<file path="config.mk">
export PLATFORM = sky130hd
export DESIGN_NAME = swallowDivider
export DESIGN_NICKNAME = d
export VERILOG_FILES = /design/src/rtl/swallowDividerPkg.sv /design/src/rtl/swallowDividerCtrl.sv /design/src/rtl/swallowDividerPath.sv /design/src/rtl/swallowDivider.sv
export SDC_FILE = /design/constraint.sdc
export NUM_CORES = 1
export LEC_CHECK = 0
export BUFFER_PORTS_ARGS = -buffer_cell sky130_fd_sc_hd__buf_2
export CORE_MARGIN = 5
export CORE_UTILIZATION = 25
export CTS_BUF_LIST = sky130_fd_sc_hd__clkbuf_8
export DETAILED_ROUTE_END_ITERATION = 10
export PLACE_DENSITY = 0.49
export SYNTH_ARGS = -nofsm -noshare
export SYNTH_HDL_FRONTEND = slang
export SYNTH_HIERARCHICAL = 1
export SYNTH_SLANG_ARGS = --single-unit
</file>
<file path="constraint.sdc">
create_clock -name clk -period 7 [get_ports clk]
set_input_delay 0.7 -clock clk [delete_from_list [all_inputs] [get_ports clk]]
set_output_delay 0.7 -clock clk [all_outputs]
set_load 0.005 [all_outputs]
</file>
<file path="src/rtl/swallowDividerPkg.sv">
package swallowDividerPkg;

  // Division scheme held for the period in progress
  typedef enum logic [1:0] {
    MODE_DIRECT   = 2'd0,
    MODE_SWALLOW  = 2'd1,
    MODE_PRESCALE = 2'd2
  } divMode_e;

  // Strobes from control to datapath
  typedef struct packed {
    logic restart;  // hold everything at period start, suppress output
    logic reload;   // load counters from the pending setting at this edge
  } divStrobe_s;

endpackage

</file>
<file path="src/rtl/swallowDividerCtrl.sv">
module swallowDividerCtrl
  import swallowDividerPkg::*;
#(
  parameter int SWALLOW_W  = 4,
  parameter int MAIN_W     = 12,
  parameter int DIRECT_MIN = 4
) (
  input  logic                         clk,
  input  logic                         rstN,
  input  logic                         selHighBand,
  input  logic                         selWideRange,
  input  logic [SWALLOW_W+MAIN_W-1:0]  divisorWord,
  input  logic                         loadStrobe,
  input  logic                         inhibit,
  input  logic                         periodEnd,
  output divStrobe_s                   strobe,
  output divMode_e                     activeMode,
  output logic [SWALLOW_W-1:0]         loadSwallow,
  output logic [MAIN_W-1:0]            loadMain
);

  localparam int WORD_W      = SWALLOW_W + MAIN_W;
  localparam int PSC_SMALL   = 1 << SWALLOW_W;
  localparam int SWALLOW_MIN = PSC_SMALL * (PSC_SMALL + 1);

  divMode_e            pendMode;
  logic [WORD_W-1:0]   pendWord;
  logic [WORD_W-1:0]   swallowVal;
  logic [MAIN_W-1:0]   directVal;

  // Pending setting: written by every load, copied out at each boundary
  always_ff @(posedge clk) begin
    if (!rstN) begin
      pendMode <= MODE_DIRECT;
      pendWord <= '0;
    end else if (loadStrobe) begin
      pendWord <= divisorWord;
      if (selHighBand)       pendMode <= MODE_PRESCALE;
      else if (selWideRange) pendMode <= MODE_SWALLOW;
      else                   pendMode <= MODE_DIRECT;
    end
  end

  // Floor the pending divisor to the mode's minimum and split it into counter loads
  always_comb begin
    swallowVal = (pendWord < WORD_W'(SWALLOW_MIN)) ? WORD_W'(SWALLOW_MIN) : pendWord;
    directVal  = pendWord[WORD_W-1:SWALLOW_W];
    if (directVal < MAIN_W'(DIRECT_MIN)) directVal = MAIN_W'(DIRECT_MIN);
    if (pendMode == MODE_DIRECT) begin
      loadMain    = directVal;
      loadSwallow = '0;
    end else begin
      loadMain    = swallowVal[WORD_W-1:SWALLOW_W];
      loadSwallow = swallowVal[SWALLOW_W-1:0];
    end
  end

  always_comb begin
    strobe.restart = inhibit;
    strobe.reload  = inhibit | periodEnd;
  end

  // Mode in force for the running period; changes only at a boundary
  always_ff @(posedge clk) begin
    if (!rstN)              activeMode <= MODE_DIRECT;
    else if (strobe.reload) activeMode <= pendMode;
  end

  // a load between boundaries leaves the running mode untouched
  assert_mode_held_R9: assert property (@(posedge clk) disable iff (!rstN)
    (loadStrobe && !inhibit && !periodEnd) |=> (activeMode == $past(activeMode)));

  // swallow loads never fall below the smallest legal divisor
  assert_swallow_floor_R7: assert property (@(posedge clk) disable iff (!rstN)
    (pendMode != MODE_DIRECT) |-> ({loadMain, loadSwallow} >= WORD_W'(SWALLOW_MIN)));

  // direct loads never fall below the direct minimum
  assert_direct_floor_R8: assert property (@(posedge clk) disable iff (!rstN)
    (pendMode == MODE_DIRECT) |-> (loadMain >= MAIN_W'(DIRECT_MIN)));

endmodule

</file>
<file path="src/rtl/swallowDividerPath.sv">
module swallowDividerPath
  import swallowDividerPkg::*;
#(
  parameter int SWALLOW_W  = 4,
  parameter int MAIN_W     = 12,
  parameter int DIRECT_MIN = 4
) (
  input  logic                  clk,
  input  logic                  rstN,
  input  logic                  hiBandTick,
  input  logic                  loBandTick,
  input  divStrobe_s            strobe,
  input  divMode_e              activeMode,
  input  logic [SWALLOW_W-1:0]  loadSwallow,
  input  logic [MAIN_W-1:0]     loadMain,
  output logic                  periodEnd,
  output logic                  divOut
);

  localparam int PSC_SMALL = 1 << SWALLOW_W;
  localparam int PSC_W     = SWALLOW_W + 1;
  localparam logic [PSC_W-1:0] LAST_BIG   = PSC_W'(PSC_SMALL);
  localparam logic [PSC_W-1:0] LAST_SMALL = PSC_W'(PSC_SMALL - 1);

  logic                  halfPhase;
  logic [PSC_W-1:0]      pscCnt;
  logic [SWALLOW_W-1:0]  swallowLeft;
  logic [MAIN_W-1:0]     mainLeft;
  logic                  stageTick;
  logic [PSC_W-1:0]      modLast;
  logic                  pscOut;
  logic                  mainStep;

  always_comb begin
    case (activeMode)
      MODE_PRESCALE: stageTick = hiBandTick & halfPhase;  // every second high-band tick
      MODE_SWALLOW:  stageTick = loBandTick;
      default:       stageTick = 1'b0;
    endcase
    // Divide by 17 while swallow cycles remain, by 16 afterwards
    modLast   = (swallowLeft != '0) ? LAST_BIG : LAST_SMALL;
    pscOut    = stageTick && (pscCnt == modLast);
    mainStep  = (activeMode == MODE_DIRECT) ? loBandTick : pscOut;
    periodEnd = mainStep && (mainLeft == MAIN_W'(1)) && !strobe.restart;
  end

  always_ff @(posedge clk) begin
    if (!rstN) begin
      halfPhase   <= 1'b0;
      pscCnt      <= '0;
      swallowLeft <= '0;
      mainLeft    <= MAIN_W'(DIRECT_MIN);
      divOut      <= 1'b0;
    end else begin
      divOut <= periodEnd;
      if (strobe.reload) begin
        halfPhase   <= 1'b0;
        pscCnt      <= '0;
        swallowLeft <= loadSwallow;
        mainLeft    <= loadMain;
      end else begin
        if (activeMode == MODE_PRESCALE && hiBandTick) halfPhase <= ~halfPhase;
        if (stageTick)                     pscCnt      <= pscOut ? '0 : pscCnt + 1'b1;
        if (pscOut && swallowLeft != '0)   swallowLeft <= swallowLeft - 1'b1;
        if (mainStep)                      mainLeft    <= mainLeft - 1'b1;
      end
    end
  end

  // the dual-modulus count never passes the divide-by-17 terminal value
  assert_psc_bound_R6: assert property (@(posedge clk) disable iff (!rstN)
    pscCnt <= LAST_BIG);

  // the main counter never sits at zero, so every period ends
  assert_main_live_R3: assert property (@(posedge clk) disable iff (!rstN)
    mainLeft != '0);

  // a halted cycle produces no pulse
  assert_quiet_inhibit_R10: assert property (@(posedge clk) disable iff (!rstN)
    strobe.restart |=> !divOut);

  // output pulses are one cycle wide
  assert_pulse_width_R12: assert property (@(posedge clk) disable iff (!rstN)
    divOut |=> !divOut);

endmodule

</file>
<file path="src/rtl/swallowDivider.sv">
module swallowDivider
  import swallowDividerPkg::*;
#(
  parameter int SWALLOW_W  = 4,
  parameter int MAIN_W     = 12,
  parameter int DIRECT_MIN = 4
) (
  input  logic                         clk,
  input  logic                         rstN,
  input  logic                         hiBandTick,
  input  logic                         loBandTick,
  input  logic                         selHighBand,
  input  logic                         selWideRange,
  input  logic [SWALLOW_W+MAIN_W-1:0]  divisorWord,
  input  logic                         loadStrobe,
  input  logic                         inhibit,
  output logic                         divOut
);

  divStrobe_s            strobe;
  divMode_e              activeMode;
  logic [SWALLOW_W-1:0]  loadSwallow;
  logic [MAIN_W-1:0]     loadMain;
  logic                  periodEnd;

  swallowDividerCtrl #(
    .SWALLOW_W(SWALLOW_W), .MAIN_W(MAIN_W), .DIRECT_MIN(DIRECT_MIN)
  ) ctrl (
    .clk(clk), .rstN(rstN),
    .selHighBand(selHighBand), .selWideRange(selWideRange),
    .divisorWord(divisorWord), .loadStrobe(loadStrobe), .inhibit(inhibit),
    .periodEnd(periodEnd), .strobe(strobe), .activeMode(activeMode),
    .loadSwallow(loadSwallow), .loadMain(loadMain)
  );

  swallowDividerPath #(
    .SWALLOW_W(SWALLOW_W), .MAIN_W(MAIN_W), .DIRECT_MIN(DIRECT_MIN)
  ) path (
    .clk(clk), .rstN(rstN),
    .hiBandTick(hiBandTick), .loBandTick(loBandTick),
    .strobe(strobe), .activeMode(activeMode),
    .loadSwallow(loadSwallow), .loadMain(loadMain),
    .periodEnd(periodEnd), .divOut(divOut)
  );

endmodule

</file>
* After elaboration in Yosys (flattened, before gate mapping)
Index checks and enable logic that the tools add are counted.
** Operators by class
- Add/subtract/negate cells :: 3
- Magnitude comparators :: 2
- Equality and inequality tests :: 4
- Muxes and demuxes :: 14
- Bitwise logic cells :: 4
- Reductions and logical operators :: 12
** Operators by type and width (count)
- $mux W12 :: 4
- $lt A16 B9 Y1 const B :: 1
- $mux W16 :: 1
- $eq A12 B1 Y1 const B :: 1
- $lt A12 B3 Y1 const B :: 1
- $mux W4 :: 3
- $sub A12 B1 Y12 const B :: 1
- $mux W5 :: 2
- $add A5 B1 Y5 const B :: 1
- $eq A5 B5 Y1 :: 1
- $logic_and A1 B1 Y1 :: 5
- $logic_not A2 Y1 :: 2
- $reduce_bool A2 Y1 :: 2
- $reduce_bool A4 Y1 :: 1
- $sub A4 B1 Y4 const B :: 1
- $eq A2 B1 Y1 const B :: 1
- $eq A2 B2 Y1 const B :: 1
- $mux W1 :: 2
- $mux W2 :: 1
- $not A1 Y1 :: 2
- $pmux W1 S2 :: 1
- $reduce_or A2 Y1 :: 1
- $and A1 B1 Y1 :: 1
- $logic_not A1 Y1 :: 1
- $or A1 B1 Y1 :: 1
** Word-level totals
- Register bits after elaboration :: 43
- Input bits :: 24
- Output and inout bits :: 1
- Word-level logic and storage cells :: 47

* Longest topological paths before layout
- Depth after elaboration :: 9
- Mapped depth :: 15
- Gate-level depth less buffers :: 12

* Modules after synthesis
The synthesis kept the hierarchy.
** Modules (own cells, without submodules)
- swallowDividerPath :: instances 1, cells an instance 166, area each 1355.0 µm², seq. area each 460.4 µm²
- swallowDividerCtrl :: instances 1, cells an instance 100, area each 953.4 µm², seq. area each 400.4 µm²

* Least setup slack after synthesis
No wires, ideal clock.
- Kind :: register -> register
- Start point :: register path.swallowLeft[0]
- End point :: register path.mainLeft[10]
- Setup time :: 0.137 ns
- Arrival :: 2.977 ns
- Data required time :: 6.863 ns
- Setup slack :: 3.887 ns
- Stages on the path, launching flop included :: 16
- Path buffers :: 4
- Clock period less this slack :: 3.113 ns
- Cell sequence :: dfxtp_1 > inv_1 > ha_1 > or3b_1 > clkbuf_2 > o41a_1 > a21o_1 > buf_2 > nor3_1 > nor2_1 > inv_1 > clkbuf_1 > inv_1 > clkbuf_1 > o21ai_0 > a31oi_1
** RTL lines
- start, declared :: line swallowDividerPath.sv:27 : logic [SWALLOW_W-1:0] swallowLeft;
- start signal, assigned :: line swallowDividerPath.sv:59 : swallowLeft <= loadSwallow;
- start signal, assigned :: line swallowDividerPath.sv:64 : if (pscOut && swallowLeft != '0) swallowLeft <= swallowLeft - 1'b1;
- end signal, assigned :: line swallowDividerPath.sv:52 : mainLeft <= MAIN_W'(DIRECT_MIN);
- end signal, assigned :: line swallowDividerPath.sv:60 : mainLeft <= loadMain;
- end signal, assigned :: line swallowDividerPath.sv:65 : if (mainStep) mainLeft <= mainLeft - 1'b1;
- end, declared :: line swallowDividerPath.sv:28 : logic [MAIN_W-1:0] mainLeft;

==> flow_summary.json <==
{
  "status": "finished clean",
  "totalWireLength_mm": 5.31,
  "cap_viol_max_count": 0,
  "area_growth_pct": 11.8,
  "hold_viol": 0,
  "cts_repair_resize_count": 0,
  "drive_gt1_frac": 0.134,
  "nFillCells": 996,
  "core-area_um2": 9110,
  "h-tree-depth": 2,
  "yosys_warnings": 6,
  "cts_hold_buf": 0,
  "power_leakage_nw": 0.983,
  "cts-root-buf": "clkbuf_8",
  "synth_top_area_frac": 0.373,
  "die_x_um": 106,
  "cp-endpoint": "path/mainLeft[2]$_SDFFE_PN1P_",
  "gp_congestion": 0.761,
  "multiInputGateArea_um2": 1310,
  "cp_num_buf_inv": 3,
  "period_needed_ns": 3.56,
  "syn_inst": 266,
  "crit_top_cell": "inv_1",
  "num_vias": 1905,
  "grt_first_pass_wirelength_mm": 8.96,
  "via_per_inst": 4.91,
  "r2r-end": "path/mainLeft[2]$_SDFFE_PN1P_",
  "clock_path_buffers": 2,
  "tightest_slew_ns": 0.698,
  "crit_arrival_ns": 3.78,
  "final_antenna_net_count": 0,
  "power_density_nw_per_um2": 211,
  "antenna_found_initial": 0,
  "first_pass_iters": 5,
  "grt_pass1_vias": 1855,
  "reg2reg_slack_ns": 3.44,
  "synth_flop_cell": "dfxtp_1",
  "rsz0062_at_grt": "no",
  "hpwl_mm": 3.88,
  "worstSetupPathType": "flop to flop",
  "critical_path_required_ns": 7.22,
  "gr-total-overflow": 0,
  "yosysTopAreaCell": "dfxtp_1",
  "slew_headroom": 0.534,
  "critical_path_depth": 11,
  "wl_per_cell_um": 13.7,
  "start_util": 0.253,
  "synthArstFlopShare": 0,
  "cpLargestDelayFamily": "simple AND/OR/NAND/NOR gates",
  "drv_slew": 0,
  "place_area_um2": 2480,
  "grt_max_degree": 34,
  "dieArea_um2": 11300,
  "synth_area_leaders": "dfxtp_1, mux2i_1, nor2b_1, ha_1, o21ai_0",
  "yosysMostFrequentCell": "dfxtp_1",
  "synth_edf_count": 0,
  "ir_drop_mv": 0.0616,
  "fmax_mhz": 281,
  "post-cts-setup-buffers": 0,
  "ff2ff_path_depth": 11,
  "clock_skew_ns": 0.00569,
  "fin_crit_sh": 0.509,
  "synth_cell_types": 50,
  "cp_max_fo": 26,
  "drc": 0,
  "seq_area_frac_synth": 0.373,
  "insertedDiodeCount": 0,
  "cts_sinks": 43,
  "ys_top_cells_by_count": "dfxtp_1, nor2b_1, mux2i_1, nor2_1",
  "synth_area_um2": 2310,
  "seqCellArea_um2": 861,
  "first_iter_violations": 121,
  "die_h_um": 106,
  "ios": 25,
  "cp_slowest_cell": "or3b_1",
  "reg2reg_from": "path/swallowLeft[0]$_SDFFE_PN0P_",
  "grt_usage": 0.0972,
  "clk_latency_ns": 0.30,
  "slowest_delay_ns": 0.47,
  "clk_pin_slew_ns": 0.08,
  "ys_ff_latch": 43,
  "fin_area_um2": 2580,
  "cts_buffers": 5,
  "syn_nets": 297,
  "startpoint": "path/swallowLeft[0]$_SDFFE_PN0P_",
  "fin_tns_setup_ns": 0,
  "worstHoldPathCells": 2,
  "cp-end-kind": "flop",
  "portBuffers": 24,
  "startpoint_type": "flop",
  "cts_tree": "done",
  "avgSynthCellArea_um2": 8.68,
  "hold_class": "flop to flop",
  "path_cells": "inv_1 -> ha_1 -> or3b_1 -> o41a_1 -> a21o_1 -> nor3_1 -> nor2_1 -> inv_1 -> inv_1 -> and3_1 -> a311oi_1",
  "setup-violations-final": 0,
  "fp-row-count": 35,
  "final_nets": 308
}
-- cell usage in the layout, fill, tap and decap left out, drive strengths merged, types with 2 or more instances in the layout --
master  instances
nand4           2
a21oi           5
nor2b          18
o21ai          14
a21boi          3
inv            13
ha              7
a311oi          2
and3            5
nor3b           2
nand3b          4
nand3           8
a211oi          5
or2             2
or3             5
a21o            2
nor3           10
nor4            3
xor2            4
nand4b          3
nand2          14
nor2           17
nand2b          2
o31ai           2
mux2i          17
and4            2
dfxtp          43
clkbuf          5
nor4b           2
buf            24
o41ai           6
or4             4
a31oi           6
xnor2           5
-- layout make-up --
class	count	share of cell area
timing repair buffer	24	0.0466
multi-input combinational	191	0.509
inverter	12	0.0175
clock inverter	2	0.0131
sequential	43	0.334
tap	111	0.0538
clock buffer	5	0.0267
-- flip-flops by register name, indices dropped and copies added, names as in the netlist --
signal            cells
ctrl/pendWord        16
path/mainLeft        12
path/pscCnt           5
path/swallowLeft      4
ctrl/activeMode       2
ctrl/pendMode         2
path/divOut           1
path/halfPhase        1
-- report_power, final --
group	internal, mW	total (mW)	switching, mW
registers	0.258	0.271	0.0136
clock network	0.103	0.190	0.0864
logic	0.0366	0.0824	0.0458
total	0.398	0.543	0.146
-- routing by layer --
| layer | track usage | part of all wire | vias to the layer above |
|---|---|---|---|
| li1 | - | - | 988 |
| met1 | 0.132 | 0.50 | 873 |
| met5 | 0 | 0 | - |
| met4 | 0.0305 | 0.012 | 0 |
| met2 | 0.153 | 0.45 | 37 |
| met3 | 0.0219 | 0.039 | 7 |
-- worst min-delay path by stage --
stage | startpoint | slack [ns] | endpoint
final | ctrl/activeMode[1]$_SDFFE_PN0P_ | 0.50 | ctrl/activeMode[1]$_SDFFE_PN0P_
after global routing | ctrl/activeMode[1]$_SDFFE_PN0P_ | 0.53 | ctrl/activeMode[1]$_SDFFE_PN0P_
after CTS | ctrl/activeMode[1]$_SDFFE_PN0P_ | 0.50 | ctrl/activeMode[1]$_SDFFE_PN0P_
after detailed placement | path/pscCnt[1]$_SDFFE_PP0P_ | 0.49 | path/pscCnt[1]$_SDFFE_PP0P_
after global placement | path/pscCnt[1]$_SDFFE_PP0P_ | 0.48 | path/pscCnt[1]$_SDFFE_PP0P_
after floorplan | ctrl/activeMode[1]$_SDFFE_PN0P_ | 0.46 | ctrl/activeMode[1]$_SDFFE_PN0P_
-- worst register-to-register path: stages (launching register included) --
cell and delay (ns):
dfxtp_1 0.32, inv_1 0.08, ha_1 0.19, or3b_1 0.47, o41a_1 0.45, a21o_1 0.34, nor3_1 0.35, nor2_1 0.13
inv_1 0.22, inv_1 0.37, and3_1 0.31, a311oi_1 0.24
-- kinds of logic after synthesis --
kind of cell	Yosys count	share of synthesized area
adder cells (fa/ha/maj)	7	0.0379
AND/OR/NAND/NOR	104	0.254
AO/OA/AOI/OAI	53	0.164
XOR/XNOR	9	0.0341
flip-flops	43	0.373
multiplexers	18	0.0786
buffers and inverters	32	0.0585
-- per-stage QoR --
step	power, mW	worst slack, ns	util	instances	hold slack (ns)
6_report	0.543	3.44	0.283	388	0.495
4_1_cts	0.552	3.40	0.283	388	0.502
2_1_floorplan	0.337	3.89	-	266	0.458
3_3_place_gp	0.358	3.60	0.272	381	0.477
5_1_grt	0.571	3.13	0.283	388	0.531
3_5_place_dp	0.359	3.43	0.272	381	0.487
Note: power is estimated with default switching activity, not from simulation.
